$ cat src/rtl/gpio_bank_pkg.sv
package gpio_bank_pkg;

  localparam int WIN_BASE   = 16;
  localparam int WIN_STRIDE = 40;

  localparam int OFF_DIR = 0;
  localparam int OFF_LAT = 4;
  localparam int OFF_SET = 8;
  localparam int OFF_CLR = 12;
  localparam int OFF_INP = 16;

  typedef enum logic [2:0] {
    SEL_NONE = 3'd0,
    SEL_DIR  = 3'd1,
    SEL_LAT  = 3'd2,
    SEL_SET  = 3'd3,
    SEL_CLR  = 3'd4,
    SEL_INP  = 3'd5
  } reg_sel_e;

  function automatic reg_sel_e off_to_sel(input int off);
    case (off)
      OFF_DIR: return SEL_DIR;
      OFF_LAT: return SEL_LAT;
      OFF_SET: return SEL_SET;
      OFF_CLR: return SEL_CLR;
      OFF_INP: return SEL_INP;
      default: return SEL_NONE;
    endcase
  endfunction

endpackage

$ cat src/rtl/gpio_addr_dec.sv
module gpio_addr_dec
  import gpio_bank_pkg::*;
#(
  parameter int ADDR_W    = 8,
  parameter int NUM_BANKS = 2,
  localparam int BIDX_W   = (NUM_BANKS > 1) ? $clog2(NUM_BANKS) : 1
) (
  input  logic [ADDR_W-1:0] addr,
  output logic              hit,
  output logic [BIDX_W-1:0] bank,
  output reg_sel_e          sel
);

  always_comb begin
    hit  = 1'b0;
    bank = '0;
    sel  = SEL_NONE;
    for (int b = 0; b < NUM_BANKS; b++) begin
      int off;
      off = int'(addr) - (WIN_BASE + WIN_STRIDE * b);
      if (off >= 0 && off <= OFF_INP && off_to_sel(off) != SEL_NONE) begin
        hit  = 1'b1;
        bank = BIDX_W'(b);
        sel  = off_to_sel(off);
      end
    end
  end

endmodule

$ cat src/rtl/gpio_bank_regs.sv
module gpio_bank_regs
  import gpio_bank_pkg::*;
#(
  parameter int BANK_W = 32
) (
  input  logic              clk,
  input  logic              rst,
  input  logic              wr_en,
  input  reg_sel_e          sel,
  input  logic [BANK_W-1:0] wdata,
  output logic [BANK_W-1:0] dir_q,
  output logic [BANK_W-1:0] lat_q
);

  always_ff @(posedge clk) begin
    if (rst) begin
      dir_q <= '1;
      lat_q <= '0;
    end else if (wr_en) begin
      case (sel)
        SEL_DIR: dir_q <= wdata;
        SEL_LAT: lat_q <= wdata;
        SEL_SET: lat_q <= lat_q | wdata;
        SEL_CLR: lat_q <= lat_q & ~wdata;
        default: ;
      endcase
    end
  end

  // every set bit lands in the latch on the next cycle
  a_r4_set_lands: assert property (@(posedge clk) disable iff (rst)
    (wr_en && sel == SEL_SET) |=> ((lat_q & $past(wdata)) == $past(wdata)));

  // every cleared bit is zero on the next cycle, others untouched
  a_r5_clr_lands: assert property (@(posedge clk) disable iff (rst)
    (wr_en && sel == SEL_CLR) |=>
      ((lat_q & $past(wdata)) == '0) &&
      ((lat_q & ~$past(wdata)) == ($past(lat_q) & ~$past(wdata))));

  // without a write to this bank nothing changes
  a_r8_idle_stable: assert property (@(posedge clk) disable iff (rst)
    (!wr_en || sel == SEL_INP || sel == SEL_NONE) |=> ($stable(lat_q) && $stable(dir_q)));

endmodule

$ cat src/rtl/gpio_in_sync.sv
module gpio_in_sync #(
  parameter int W = 64
) (
  input  logic         clk,
  input  logic         rst,
  input  logic [W-1:0] din,
  output logic [W-1:0] dout
);

  logic [W-1:0] meta_q;

  always_ff @(posedge clk) begin
    if (rst) begin
      meta_q <= '0;
      dout   <= '0;
    end else begin
      meta_q <= din;
      dout   <= meta_q;
    end
  end

  // checker state: cycles since reset, saturating
  logic [1:0] warm_q;
  always_ff @(posedge clk) begin
    if (rst)                warm_q <= '0;
    else if (warm_q != 2'd3) warm_q <= warm_q + 2'd1;
  end

  // synchronised value is the pin level from two edges earlier
  a_r7_two_flop_delay: assert property (@(posedge clk) disable iff (rst)
    (warm_q >= 2'd2) |-> (dout == $past(din, 2)));

endmodule

$ cat src/rtl/gpio_bank_port.sv
module gpio_bank_port
  import gpio_bank_pkg::*;
#(
  parameter int NUM_PINS = 64,
  parameter int BANK_W   = 32,
  parameter int ADDR_W   = 8
) (
  input  logic                clk,
  input  logic                rst,
  input  logic [ADDR_W-1:0]   bus_addr,
  input  logic                bus_we,
  input  logic [BANK_W-1:0]   bus_wdata,
  output logic [BANK_W-1:0]   bus_rdata,
  input  logic [NUM_PINS-1:0] pin_in,
  output logic [NUM_PINS-1:0] pin_out,
  output logic [NUM_PINS-1:0] pin_oe
);

  localparam int NUM_BANKS = (NUM_PINS + BANK_W - 1) / BANK_W;
  localparam int TOTAL_W   = NUM_BANKS * BANK_W;
  localparam int BIDX_W    = (NUM_BANKS > 1) ? $clog2(NUM_BANKS) : 1;

  logic              dec_hit;
  logic [BIDX_W-1:0] dec_bank;
  reg_sel_e          dec_sel;

  gpio_addr_dec #(
    .ADDR_W    (ADDR_W),
    .NUM_BANKS (NUM_BANKS)
  ) u_dec (
    .addr (bus_addr),
    .hit  (dec_hit),
    .bank (dec_bank),
    .sel  (dec_sel)
  );

  logic [TOTAL_W-1:0] pin_in_pad;
  logic [TOTAL_W-1:0] sync_all;
  logic [TOTAL_W-1:0] dir_all;
  logic [TOTAL_W-1:0] lat_all;

  assign pin_in_pad = TOTAL_W'(pin_in);

  gpio_in_sync #(.W(TOTAL_W)) u_sync (
    .clk  (clk),
    .rst  (rst),
    .din  (pin_in_pad),
    .dout (sync_all)
  );

  for (genvar b = 0; b < NUM_BANKS; b++) begin : g_bank
    logic bank_wr;
    assign bank_wr = bus_we && dec_hit && (dec_bank == BIDX_W'(b));

    gpio_bank_regs #(.BANK_W(BANK_W)) u_regs (
      .clk   (clk),
      .rst   (rst),
      .wr_en (bank_wr),
      .sel   (dec_sel),
      .wdata (bus_wdata),
      .dir_q (dir_all[b*BANK_W +: BANK_W]),
      .lat_q (lat_all[b*BANK_W +: BANK_W])
    );
  end

  // valid-bit mask for the addressed bank (partial last bank reads zero above NUM_PINS)
  logic [TOTAL_W-1:0] pin_mask;
  assign pin_mask = {{(TOTAL_W-NUM_PINS){1'b0}}, {NUM_PINS{1'b1}}} ;

  logic [BANK_W-1:0] rd_val;
  always_comb begin
    logic [BANK_W-1:0] m;
    m = pin_mask[dec_bank*BANK_W +: BANK_W];
    case (dec_sel)
      SEL_DIR:                   rd_val = dir_all[dec_bank*BANK_W +: BANK_W] & m;
      SEL_LAT, SEL_SET, SEL_CLR: rd_val = lat_all[dec_bank*BANK_W +: BANK_W] & m;
      SEL_INP:                   rd_val = sync_all[dec_bank*BANK_W +: BANK_W] & m;
      default:                   rd_val = '0;
    endcase
  end

  always_ff @(posedge clk) begin
    if (rst)          bus_rdata <= '0;
    else if (dec_hit) bus_rdata <= rd_val;
    else              bus_rdata <= '0;
  end

  assign pin_out = lat_all[NUM_PINS-1:0];
  assign pin_oe  = ~dir_all[NUM_PINS-1:0];

  // state straight out of reset
  a_r1_reset_state: assert property (@(posedge clk) disable iff (rst)
    $past(rst) |-> (pin_oe == '0 && pin_out == '0 && bus_rdata == '0));

  // an access the decoder rejected returns zero
  a_r8_unmapped_zero: assert property (@(posedge clk) disable iff (rst)
    !$past(dec_hit) |-> (bus_rdata == '0));

  // a write in the read cycle does not leak into that read
  a_r9_old_value: assert property (@(posedge clk) disable iff (rst)
    (bus_we && dec_hit && dec_sel == SEL_LAT) |=>
      (bus_rdata == $past(lat_all[dec_bank*BANK_W +: BANK_W] & pin_mask[dec_bank*BANK_W +: BANK_W])));

endmodule

$ cat config.mk
export PLATFORM = sky130hd
export DESIGN_NAME = gpio_bank_port
export DESIGN_NICKNAME = d
export VERILOG_FILES = /design/src/rtl/gpio_bank_pkg.sv /design/src/rtl/gpio_addr_dec.sv /design/src/rtl/gpio_bank_regs.sv /design/src/rtl/gpio_in_sync.sv /design/src/rtl/gpio_bank_port.sv
export SDC_FILE = /design/constraint.sdc
export NUM_CORES = 1
export LEC_CHECK = 0
export ABC_AREA = 1
export BUFFER_PORTS_ARGS = -buffer_cell sky130_fd_sc_hd__buf_2
export CAP_MARGIN = 10
export CELL_PAD_IN_SITES_DETAIL_PLACEMENT = 1
export CELL_PAD_IN_SITES_GLOBAL_PLACEMENT = 2
export CORE_UTILIZATION = 34
export CTS_BUF_LIST = sky130_fd_sc_hd__clkbuf_2
export CTS_CLUSTER_SIZE = 8
export DETAILED_ROUTE_END_ITERATION = 8
export GPL_TIMING_DRIVEN = 0
export PLACE_DENSITY = 0.95
export RECOVER_POWER = 50
export SYNTH_ARGS = -nofsm -noshare
export SYNTH_HDL_FRONTEND = slang
export SYNTH_HIERARCHICAL = 1
export SYNTH_SLANG_ARGS = --single-unit
$ cat constraint.sdc
create_clock -name clk -period 5 [get_ports clk]
set_clock_uncertainty 0.1 [all_clocks]
set_input_delay 0.75 -clock clk [delete_from_list [all_inputs] [get_ports clk]]
set_output_delay 0.75 -clock clk [all_outputs]
set_load 0.005 [all_outputs]
# == Word-level counts from Yosys, hierarchy flattened ==
# Index checks and enable logic that the tools add are counted.
# word_totals
regBits,288
output_inout_bits,160
# classes
n_addsub,2
magnitude_cmp,4
n_eq_ne,13
shifts,4
n_mux,10
bitwise_logic,11
n_reduce_logical,18
# op_table
cell,count
one-hot mux 32 bit (3 select lines),3
indexed part select 64 x 7 -> 32 bit,3
AND 32 bit,5
equality test 32 x 4 -> 1 bit (second input constant),4
equality test 32 x 3 -> 1 bit (second input constant),2
equality test 32 x 5 -> 1 bit (second input constant),2
greater-or-equal comparator 32 x 1 -> 1 bit (second input constant),2
<= comparator 32 x 6 -> 1 bit (second input constant),2
logical NOT 32 bit,2
inverter 64 bit,1
bitwise OR 32 bit,2
indexed part select 64 x 7 -> 32 bit (first input constant),1
inverter 32 bit,1
one-hot mux 3 bit (5 select lines),2
nonzero test 3 bit,3
subtractor 8 x 5 -> 9 bit (second input constant),1
subtractor 8 x 6 -> 9 bit (second input constant),1
AND reduction 2 bit,4
logical AND 1 bit,7
equality test 3 x 2 -> 1 bit (second input constant),2
equality test 3 bit (second input constant),2
2-to-1 mux 3 bit,2
equality test 3 x 1 -> 1 bit (second input constant),1
2-to-1 mux 1 bit,3
3 further kinds,4

# == Depth between registers and ports, before layout ==
# depth
ltp_word,10
ltp_mapped,21
depth_no_buf,18

# == Cells and area by module ==
# The synthesis kept the hierarchy.
# by_module_without_submodules
mod,n_inst,cells_each,area_each_um2,seq_area_each_um2
gpio_bank_regs,2,357,2851.5,1281.2
gpio_in_sync,1,398,3677.3,2562.5
gpio_bank_port,1,575,3034.2,640.6
gpio_addr_dec,1,88,493.0,0.0

# == Worst setup path before layout ==
# Ideal clock, no wire load.
# synth_path
kind,input to register
from,input port bus_addr[4]
to,register g_bank[1].u_regs.lat_q[10]
setup_ps,143
t_arrival_ps,3239
path_slack_ps,1518
cell_stages,18
path_buffers,3
path_cell_list,inv_1 > ha_1 > inv_1 > nor2_1 > o211ai_1 > nand2_1 > nand2_4 > inv_1 > clkbuf_1 > inv_1 > buf_1 > nor3_1 > nand3_2 > nand2_2 > buf_6 > nand2_1 > nand2_1 > a21oi_2
# synth_between
elab_cells_between_ends,37
cone_classes,2 x add/sub; 4 x order compare; 11 x eq/ne; 8 x mux; 12 x reduce/logical
# synth_rtl
item,line,rtl
from (decl),gpio_bank_port.sv:10,"input logic [ADDR_W-1:0] bus_addr,"
subtractor 8 x 6 -> 9 bit *,gpio_addr_dec.sv:20,off = int'(addr) - (WIN_BASE + WIN_STRIDE * b);
branches (longest 3 deep; another with greater-or-equal comparator 32 x 1 -> 1 bit),-,
logical AND 1 bit *,gpio_addr_dec.sv:21,if (off >= 0 && off <= OFF_INP && off_to_sel(off) != SEL_NONE) begin
2-to-1 mux 1 bit *,gpio_addr_dec.sv:21,
named net dec_bank,gpio_bank_port.sv:24,logic [BIDX_W-1:0] dec_bank;
logical AND 1 bit *,gpio_bank_port.sv:53,assign bank_wr = bus_we && dec_hit && (dec_bank == BIDX_W'(b));
named net g_bank[1].bank_wr,gpio_bank_port.sv:52,logic bank_wr;
AND reduction 2 bit (no line) *,-,
to (signal assigned),gpio_bank_regs.sv:22,SEL_LAT: lat_q <= wdata;
to (signal assigned),gpio_bank_regs.sv:23,SEL_SET: lat_q <= lat_q | wdata;
to (signal assigned),gpio_bank_regs.sv:24,SEL_CLR: lat_q <= lat_q & ~wdata;
to (decl),gpio_bank_regs.sv:12,output logic [BANK_W-1:0] lat_q
# Mark *: on every way through the listed nets, which the timed path passes.
# A chain may end at the register's enable or synchronous reset.

# == Final worst setup path ==
# layout_path
from,input port bus_addr[4]
to,register g_bank[1].u_regs.lat_q[7]
# Same word-level chain as after synthesis.

==> metrics.txt <==
Reg-to-Reg End=bus_rdata[23]; PD cells=266 nW/um^2; critical path launch point type=input port; # resized after CTS=0; largest net degree at the start of global routing=14; Clk network pwr share=0.394; Post-CTS Setup Repair Bufs=0; sequential share of power=0.537; starting DRC count in detailed routing=625; worst-path cell chain=buf_2 > inv_1 > ha_1 > inv_1 > nor2_1 > o211ai_1 > nand2_1 > nand2_4 > inv_1 > clkbuf_1 > inv_1 > buf_1 > nor3_1 > nand3_2 > inv_2 > buf_2 > nand2_1 > a21oi_2; worst path bufs/invs=9; Setup WS post-layout=1040 ps; drt via density=4.76; setup violators final=0; hold depth=3; Comb power frac=0.069; critical path fanouts, max=10; synthesized flop and latch total=288; Routed Antenna Nets=0; IO buf count=266; Hold Slack=157 ps; Net Sw Power=1.22 mW; Sw Ratio=0.278; CTS tree=built; Mapped Area=12,900 um^2; setup_tns=0 ps; Bufs on Longest Clock Path=3; area growth from synthesis to layout=27.7%; Hold WC Path Type=in -> reg; Setup Slack @ Placement=165 ps; layout cells sized above 1=0.221; sequential area share after synthesis=0.447; vias in the first global route=13,804; Synth warnings=6; post-synth cell types=32; cell count of the worst reg-to-reg path=6; global-route wire length before repair=77,300 um; CTS sink cnt=288; Initial DRT Pass Iterations=5; Tot Pwr=4.38 mW; Final Hold Fails=0; RePlAce Congestion=0.891; initial antenna violation count=2; Detailed Route WL=50,400 um; WP data required=5720 ps; fin nets=2,331; Clock Latency Late Sink=990 ps; detailed placer's ending HPWL=36,900 um; drt wl/cell=18.1 um; H-Tree Depth=3; via count=13,293; Placeable Area=37,500 um^2; # rows=71; total CTS buffers=79; initial core utilization=0.344; Max Clk Rate=252 MHz; Worst R2R Setup Slack=3790 ps; syn avg cell area=7.27 um^2; CP top delay family=buffers and inverters; DRC errors left=0; clk root buf=clkbuf_2; worst-margin pin slew=984 ps; stages on the worst setup path=18; RSZ-0062 raised after global routing=false; headroom to the max-slew limit=0.344; Die Area=38,700 um^2; maximum vdd drop=0.000121 V; fill count=4,995; Die W=197 um; # Max-Cap Violations=0; critical path capture point type=flop; Tcrit/Tclk final=0.792; Die Y=197 um; gr ovfl total=0; hold endpoint=u_sync/dout[61]; io pins=267; Post-Syn Nets=1,888; cells after synthesis=1,775; Crit path arrival time=4680 ps; Worst Hold Launch=rst; fin crit period=3960 ps; status=complete, no violations; most used cell, CP=inv_1; Internal Power=3.17 mW; Slew Limit Fails=0; Max stage delay on crit path=640 ps; CTS clk-pin slew, worst paths=90 ps; CP Class=in -> reg; P_leak=8.29 nW; Critical Path Slowest Stage Cell=nor3_1; Tot GR Track Use=0.261; R2R Path Start=u_sync/dout[23]
-- cell usage in the layout, fill, tap and decap left out, types with 4 or more instances in the layout --
cell type        n
ha_1             6
buf_1           11
dlygate4sd3_1   96
inv_2           10
nor3_1           4
nand2_1        411
nor2_1         237
o211ai_2         8
buf_2          218
clkbuf_1        97
clkbuf_2       125
nand2_2          6
nand3_4          4
inv_1          273
nand3_2          8
nand3_1        172
buf_6           34
o211ai_1        59
buf_4           14
a21oi_2         61
dfxtp_1        288
clkinv_1        41
nor2_2           4
nand4_1         64
a21oi_1          6
-- how the worst max path moves through the flow --
stage | slack [ps] | start | end
global placement | 250 | bus_addr[3] | g_bank[1].u_regs/lat_q[15]
global route | 940 | bus_addr[3] | g_bank[1].u_regs/lat_q[7]
CTS | 1170 | bus_addr[4] | g_bank[1].u_regs/lat_q[7]
floorplan | 1520 | bus_addr[4] | g_bank[1].u_regs/lat_q[10]
finish | 1040 | bus_addr[4] | g_bank[1].u_regs/lat_q[7]
detailed placement | 170 | bus_addr[4] | g_bank[1].u_regs/lat_q[19]
-- layer usage --
layer	GRT usage	wire, um	share of wire	vias up
met3	0.0517	2800	0.055	112
li1	-	-	-	6423
met2	0.438	24000	0.48	443
met1	0.324	21700	0.43	6315
met5	0	0	0	-
met4	0.116	1890	0.037	0
-- logic make-up (layout without fill, tap and decap cells) --
logic type	count (synthesis)	count (layout)	synth area share
AOI/OAI and AO/OA	141	141	0.0895
buffers and inverters	424	925	0.149
adders and majority gates	6	6	0.00582
DFF	288	288	0.447
other	0	3	0
xor gates and xnor gates	1	1	0.000679
and+or+nand+nor	915	915	0.308
-- through the flow --
stage                     instance area (um^2)   util  cells
after floorplan                          12900      -   1775
after global placement                   14900  0.397   2552
after detailed placement                 14900  0.397   2552
after CTS                                16600  0.442   2787
after global routing                     16500  0.440   2790
final                                    16500  0.440   2790
-- synth_stat cells --
master     instances  area [um^2]
nand2_2            6         37.5
clkbuf_1          31          116
a21oi_1            6         30.0
o21ai_2            2         17.5
o211ai_2           8          100
inv_1            273         1020
buf_2             21          105
inv_2              9         33.8
buf_4             14          105
o211ai_1          59          443
o22ai_1            1         6.26
o21ai_1            2         10.0
nand3_4            4         70.1
a21oi_2           61          534
o2111ai_1          1         8.76
nand2_1          411         1540
nor2_2             4         25.0
buf_6             34          383
nand2b_1           1         6.26
clkinv_1          32          120
nor2_4             1         11.3
xnor2_1            1         8.76
ha_1               6         75.1
nand3_2            8         80.1
nor2_1           237          890
nand4_1           64          400
buf_1             10         37.5
dfxtp_1          288         5770
nand2_4            3         33.8
nor3_1             4         20.0
nand3_1          172          861
o21ai_0            1         5.00
-- power by group through the flow --
| stage | registers (mW) | clock network, mW | logic (mW) |
|---|---|---|---|
| 2_1_floorplan | 2.40 | 0 | 0.126 |
| 3_3_place_gp | 2.41 | 0 | 0.230 |
| 3_5_place_dp | 2.41 | 0 | 0.237 |
| 4_1_cts | 2.36 | 1.79 | 0.297 |
| 5_1_grt | 2.36 | 1.93 | 0.331 |
| 6_report | 2.35 | 1.73 | 0.302 |
-- registers in the layout, indices dropped and copies added (netlist names) --
signal,flops
bus_rdata,32
g_bank.u_regs/dir_q,64
g_bank.u_regs/lat_q,64
u_sync/dout,64
u_sync/meta_q,64
-- timing repair --
action	CTS	global route
setup endpoints to repair	0	0
hold buffers	96	0
endpoints found under the hold margin	180	0
-- area by class of cell --
| class | count | area, um^2 | area share |
|---|---|---|---|
| plain buffers | 110 | 747 | 0.0453 |
| clock buffers | 123 | 616 | 0.0374 |
| flip-flops and latches | 288 | 5770 | 0.350 |
| inverters | 314 | 1180 | 0.0715 |
| clock inverters | 16 | 101 | 0.00615 |
| repair buffers | 362 | 2210 | 0.134 |
| multi-input cells | 1063 | 5220 | 0.317 |
| diodes | 3 | 7.51 | 0.000456 |
| well taps | 511 | 639 | 0.0388 |
-- worst register-to-register path: cells and delay by family (launching register included) --
kind	cells	cell delay (ps)
buf+inv	1	80
flops	1	340
simple gates	5	650
(Power assumes the default switching activity.)
